<file path="src/rtl/bcd_ctr_pkg.sv">
package bcd_ctr_pkg;
  localparam int CW = 4;
  typedef logic [CW-1:0] cnt_t;

  // last value of the sequence for the selected variant
  function automatic cnt_t seq_top(input bit decade);
    return decade ? cnt_t'(9) : cnt_t'((1 << CW) - 1);
  endfunction

  // one step upward; values beyond the top fall back to zero
  function automatic cnt_t step_up(input cnt_t v, input bit decade);
    if (v >= seq_top(decade)) return '0;
    return v + cnt_t'(1);
  endfunction

  // one step downward; zero and out-of-range values go to the top
  function automatic cnt_t step_down(input cnt_t v, input bit decade);
    if (v == '0 || v > seq_top(decade)) return seq_top(decade);
    return v - cnt_t'(1);
  endfunction

  function automatic logic at_end(input cnt_t v, input bit down, input bit decade);
    return down ? (v == '0) : (v == seq_top(decade));
  endfunction
endpackage

</file>
<file path="src/rtl/ctr_next.sv">
module ctr_next
  import bcd_ctr_pkg::*;
#(
  parameter bit DECADE = 1'b1
) (
  input  cnt_t cur,
  input  logic dir_down,
  input  logic go,
  input  logic load_en,
  input  cnt_t load_val,
  output cnt_t nxt
);
  cnt_t stepped;

  always_comb begin
    stepped = dir_down ? step_down(cur, DECADE) : step_up(cur, DECADE);
    if (load_en)  nxt = load_val;
    else if (go)  nxt = stepped;
    else          nxt = cur;
  end
endmodule

</file>
<file path="src/rtl/ctr_term.sv">
module ctr_term
  import bcd_ctr_pkg::*;
#(
  parameter bit DECADE = 1'b1
) (
  input  cnt_t cur,
  input  logic dir_down,
  input  logic cnt_en,
  output logic limit,
  output logic carry_n
);
  always_comb begin
    limit   = at_end(cur, dir_down, DECADE);
    carry_n = ~(cnt_en & limit);
  end
endmodule

</file>
<file path="src/rtl/bcd_updown_ctr.sv">
module bcd_updown_ctr
  import bcd_ctr_pkg::*;
#(
  parameter bit DECADE = 1'b1
) (
  input  logic          clk,
  input  logic          rst_n,
  input  logic          cnt_en,
  input  logic          dir_down,
  input  logic          load_en,
  input  logic [CW-1:0] load_val,
  output logic [CW-1:0] count,
  output logic          at_limit,
  output logic          ripple_n
);
  cnt_t count_q;
  cnt_t count_d;
  logic cnt_go;   // a counting step happens this cycle

  assign cnt_go = cnt_en & ~load_en;

  ctr_next #(.DECADE(DECADE)) u_next (
    .cur      (count_q),
    .dir_down (dir_down),
    .go       (cnt_go),
    .load_en  (load_en),
    .load_val (load_val),
    .nxt      (count_d)
  );

  ctr_term #(.DECADE(DECADE)) u_term (
    .cur      (count_q),
    .dir_down (dir_down),
    .cnt_en   (cnt_en),
    .limit    (at_limit),
    .carry_n  (ripple_n)
  );

  always_ff @(posedge clk or negedge rst_n) begin
    if (!rst_n) count_q <= '0;
    else        count_q <= count_d;
  end

  assign count = count_q;
endmodule

</file>
<file path="config.mk">
export PLATFORM = sky130hd
export DESIGN_NAME = bcd_updown_ctr
export DESIGN_NICKNAME = d
export VERILOG_FILES = /design/src/rtl/bcd_ctr_pkg.sv /design/src/rtl/ctr_next.sv /design/src/rtl/ctr_term.sv /design/src/rtl/bcd_updown_ctr.sv
export SDC_FILE = /design/constraint.sdc
export NUM_CORES = 1
export LEC_CHECK = 0
export CAP_MARGIN = 40
export CELL_PAD_IN_SITES_DETAIL_PLACEMENT = 0
export CELL_PAD_IN_SITES_GLOBAL_PLACEMENT = 1
export CORE_UTILIZATION = 30
export CTS_BUF_LIST = sky130_fd_sc_hd__clkbuf_4
export DETAILED_ROUTE_END_ITERATION = 8
export DONT_BUFFER_PORTS = 1
export GPL_TIMING_DRIVEN = 0
export PLACE_DENSITY_LB_ADDON = 0.1
export SLEW_MARGIN = 20
export SYNTH_ARGS = -nofsm -noshare
export SYNTH_HDL_FRONTEND = slang
export SYNTH_SLANG_ARGS = --single-unit
</file>
<file path="constraint.sdc">
create_clock -name clk -period 2.53 [get_ports clk]
set_input_delay 0.253 -clock clk [delete_from_list [all_inputs] [get_ports clk]]
set_output_delay 0.253 -clock clk [all_outputs]
set_load 0.01 [all_outputs]
</file>
; After elaboration in Yosys (flattened, before gate mapping)
; Cells that the tools add are included.
[word_totals]
elab_cells = 23
reg_bits = 4
output_inout_bits = 6
in_bits = 9
[classes]
n_lt_le_gt_ge = 2
mux = 10
reduce_logical = 3
bitwise_logic = 4
eq_ne = 1
addsub = 2
[op_table]
columns = cell, count
row1 = two-way mux 4 bit, 7
row2 = "adder 4 x 1 -> 4 bit, second input constant", 1
row3 = "equality test 4 bit, second input constant", 1
row4 = "greater-or-equal comparator 4 bit, second input constant", 1
row5 = "greater-than comparator 4 bit, second input constant", 1
row6 = logical NOT 4 bit, 1
row7 = "subtractor 4 x 1 -> 4 bit, second input constant", 1
row8 = two-way mux 1 bit, 3
row9 = AND 1 bit, 2
row10 = inverter 1 bit, 2
row11 = nonzero test 2 bit, 1
row12 = logical OR 1 bit, 1

; Longest topological paths before layout
[depth]
depth_word = 7
mapped_depth = 6
depth_no_buf = 6

; Cells and area by module
; Synthesis repeated with hierarchy kept, for this count alone.
[hier_totals]
hier_cells = 57
area_unflattened_um2 = 450.4
[by_module_without_submodules]
columns = module, area_each_um2, cells_each, instances
row1 = ctr_next, 297.8, 47, 1
row2 = bcd_updown_ctr, 113.9, 5, 1
row3 = ctr_term, 38.8, 5, 1

; Worst setup path after synthesis
; OpenSTA, ideal clock, no wires.
[synth_timing]
kind = reg-to-reg
startpoint = register count_q[0] (netlist: count[0])
endpoint = register count_q[3] (netlist: count[3])
stages_incl_launch_ff = 6
n_path_buf = 0
path_slack_ps = 680
setup_time_ps = 82
arrival_time_ps = 1768
cell_sequence = dfrtp_1 -> inv_1 -> ha_1 -> or3b_1 -> mux4_2 -> a31oi_1
[synth_between]
elab_chain_len = 7
elab_cells_between_ends = 13
[synth_rtl]
columns = item, line_no
row1 = start: declaration, bcd_updown_ctr.sv:16  ; cnt_t count_q;
row2 = start signal: assignment, bcd_updown_ctr.sv:41  ; else count_q <= count_d;
row3 = greater-than comparator 4 bit / logical NOT 4 bit (equally long branches), bcd_ctr_pkg.sv:18  ; if (v == '0 || v > seq_top(decade)) return seq_top(decade);
row4 = logical OR 1 bit, bcd_ctr_pkg.sv:18
row5 = two-way mux 1 bit, bcd_ctr_pkg.sv:18
row6 = two-way mux 4 bit, bcd_ctr_pkg.sv:19  ; return v - cnt_t'(1);
row7 = two-way mux 4 bit *, ctr_next.sv:16  ; stepped = dir_down ? step_down(cur, DECADE) : step_up(cur, DECADE);
row8 = two-way mux 4 bit *, ctr_next.sv:18  ; else if (go) nxt = stepped;
row9 = two-way mux 4 bit *, ctr_next.sv:17  ; if (load_en) nxt = load_val;
; Every way passes the cells marked *; elsewhere a longest branch is shown, timed or not. The select of a mux whose other input is x is not followed.
; A chain may end at the register's enable or synchronous reset.

; Worst setup path after layout
; Same ends and word-level chain as after synthesis.

==> flow_summary_export.csv <==
group,metric,value,unit
outcome,outcome,"finished, final reports clean",
critical_path,critPathKind,"flop to flop",
global_route,grt_pass1_wl,1.61,mm
global_route,grt_use_met2,25.4,%
critical_path,critPathTopFamily,"flip-flops",
final_layout,largest_register_ffs,4,
sta,finalSetupTns,0,ns
logic_synthesis,synth_nets,65,
critical_path,crit_required,2.69,ns
logic_synthesis,seq_area_frac_synth,22.4,%
critical_path,arrival,2.22,ns
global_route,top_usage_layer,"met2",
routing,via_per_inst,6.01,
critical_path,crit_fanout,7,
sta,rsz0062_at_grt,"false",
critical_path,critPathCaptureType,"flop",
global_route,use_met1,18.5,%
floorplanning,row_count,13,
clocking,cts.path.max_buffers,2,
global_route,use_met3,3.33,%
clocking,cts_root_buffer,"clkbuf_4",
critical_path,path_cells,"inv_1, ha_1, or3b_1, mux4_2, a31oi_1",
logic_synthesis,ys_seq_elements,4,
routing,firstDrtPassIters,4,
sta,finalMaxSlewViolations,0,
logic_synthesis,ys_types,26,
pwr,pwr-share-clk,31.1,%
logic_synthesis,synth_edf_count,0,
min_path,worstHoldStart,"load_en",
logic_synthesis,synth_top_area_share,22.4,%
min_path,hold_class,"primary input to flop",
critical_path,cp_slowest_cell,"dfrtp_1",
critical_path,regToRegStartpoint,"count[0]$_DFFE_PN0P_",
clocking,clk_latency,0.23,ns
pwr,ir_drop,0.139,mV
pwr,leakage,0.213,nW
floorplanning,fp.dieH,40.6,um
clocking,cts_sinks,4,
run,cap_violations,0,
pwr,sw_frac_of_total,36.2,%
place,place.gp.congestion,0.723,
sta,slew_headroom,77.1,%
routing,drc,0,
floorplanning,io_pins,15,
logic_synthesis,synth.most_common_cell,"nand2_1",
final_layout,regArea,100,um^2
routing,totalWireLength,1.17,mm
clocking,cts_buffers,3,
sta,post-route-period-util,81.5,%
final_layout,nets,71,
final_layout,fillerInstances,148,
floorplanning,fp.coreArea,0.00135,mm^2
logic_synthesis,synthTopCellsByCount,"nand2_1 (6), inv_1 (5), a21oi_1 (4), dfrtp_1 (4), o21ai_0 (4)",
critical_path,critPathLaunch,"count[0]$_DFFE_PN0P_",
critical_path,crit_buf_inv,1,
global_route,antenna_found_initial,0,
critical_path,critPathLaunchType,"flop",
logic_synthesis,synthArstFlopShare,100,%
global_route,track_usage,15.4,%
routing,drtIter0Drc,2,
sta,setup_viol,0,
final_layout,diodes,0,
clocking,tritoncts,"yes",
final_layout,multi_input_area,289,um^2
sta,finClkSkew,0.000603,ns
sta,fin_crit,2.06,ns
final_layout,drive_above_1_share,15.8,%
floorplanning,dieArea,0.00165,mm^2
logic_synthesis,yosysWarnings,0,
place,numPortBuffers,0,
place,hpwl,911,um
pwr,combPwrFrac,35.1,%
sta,whs,0.150,ns
logic_synthesis,syn_inst,53,
logic_synthesis,synth_ff_type,"dfrtp_1",
logic_synthesis,ys_top_cells_by_area,"dfrtp_1 (22%), ha_1 (8.4%), mux4_2 (5.0%)",
clocking,cts.clk_slew.worst_paths,0.04,ns
global_route,overflow,0,
routing,vias,433,
pwr,p_int,0.000171,W
global_route,first_global_vias,360,
routing,avgRoutedWirePerCell,16.2,um
pwr,powerDensity,540,mW/mm^2
global_route,grt_max_degree,11,
sta,finalHoldViolCount,0,
logic_synthesis,syn_area,447,um^2
logic_synthesis,syn_area_per_cell,8.43,um^2
floorplanning,die_w,40.6,um
sta,worst_pin_slew,0.343,ns
pwr,p_switching,0.0000975,W
floorplanning,initial_utilization,33.1,%
logic_synthesis,yosysTopAreaCell,"dfrtp_1",
pwr,seq_power_share,33.7,%
routing,final_antenna_net_count,0,
final_layout,area_growth,11.5,%
critical_path,max_stage_delay,0.49,ns
sta,max_freq,485,MHz
clocking,ctsHtreeMaxLevel,1,
-- kinds of logic after synthesis --
kind of cell / Yosys count / share of synthesized area [%]
and+or+nand+nor: 20 / 25.2
AOI/OAI and AO/OA: 16 / 23.5
buffers and inverters: 8 / 12.9
muxes: 2 / 7.56
adders and majority gates: 3 / 8.40
DFF: 4 / 22.4
-- repair_timing --
| action | in CTS | in global routing |
|---|---|---|
| gates resized for setup | 0 | 0 |
| buffers inserted | 0 | 0 |
| hold endpoints to repair | 4 | 0 |
| hold buffers | 1 | 0 |
-- metal layers --
layer  wire length (um)  vias up
met4                  0        0
li1                   -      201
met5                  0        -
met1                510      219
met2                596       13
met3                 63        0
-- cells in the final DEF, fill, tap and decap left out --
cell           instances
buf_4                  1
ha_1                   3
nor2_1                 3
or3_1                  1
mux2_2                 1
nand2b_1               1
inv_1                  5
dfrtp_1                4
a31oi_1                2
o21ai_0                4
nor3_2                 1
o32a_1                 1
nand3_1                1
clkbuf_4               3
o2bb2ai_1              1
a221o_1                1
mux4_2                 1
and3_1                 2
buf_6                  1
dlygate4sd3_1          1
or3b_1                 1
nand3b_1               2
o21bai_1               2
a21oi_1                4
nand2_1                6
buf_12                 1
o32ai_1                1
nor3b_1                2
-- power by group through the flow --
| stage | Combinational, W | Sequential, W | Clock [W] |
|---|---|---|---|
| floorplan | 0.0000766 | 0.0000868 | 0 |
| global placement | 0.0000885 | 0.0000911 | 0 |
| detailed placement | 0.0000920 | 0.0000918 | 0 |
| CTS | 0.0000951 | 0.0000910 | 0.0000870 |
| global route | 0.000106 | 0.0000920 | 0.0000899 |
| finish | 0.0000945 | 0.0000907 | 0.0000837 |
-- final timing paths --
| check | endpoint | slack [ns] | cells after the start |
|---|---|---|---|
| worst min-delay path | count[1]$_DFFE_PN0P_ | 0.15 | 1 |
| min in group asynchronous | count[2]$_DFFE_PN0P_ | 0.31 | 1 |
| worst max-delay path | count[3]$_DFFE_PN0P_ | 0.47 | 5 |
| max in group asynchronous | count[1]$_DFFE_PN0P_ | 2.03 | 1 |
| worst min register to register | count[2]$_DFFE_PN0P_ | 0.89 | 2 |
| worst max register to register | count[3]$_DFFE_PN0P_ | 0.47 | 5 |
-- area by class of cell --
| type | instances | share of cell area (%) |
|---|---|---|
| multi-input combinational | 41 | 58.0 |
| sequential | 4 | 20.1 |
| buffer | 3 | 7.79 |
| clock buffer | 3 | 4.52 |
| inverter | 5 | 3.77 |
| tap | 15 | 3.77 |
| timing repair buffer | 1 | 2.01 |
-- per-stage QoR --
step / worst slack [ns] / power [W] / std cells / util, % / instance area, um^2
floorplan: 0.680 / 0.000163 / 53 / - / 447
global placement: 0.495 / 0.000180 / 68 / 34.5 / 465
detailed placement: 0.492 / 0.000184 / 68 / 34.5 / 465
CTS: 0.480 / 0.000273 / 72 / 36.9 / 498
global route: 0.335 / 0.000288 / 72 / 36.9 / 498
finish: 0.469 / 0.000269 / 72 / 36.9 / 498
No activity file was read; power rests on OpenSTA's default activity.
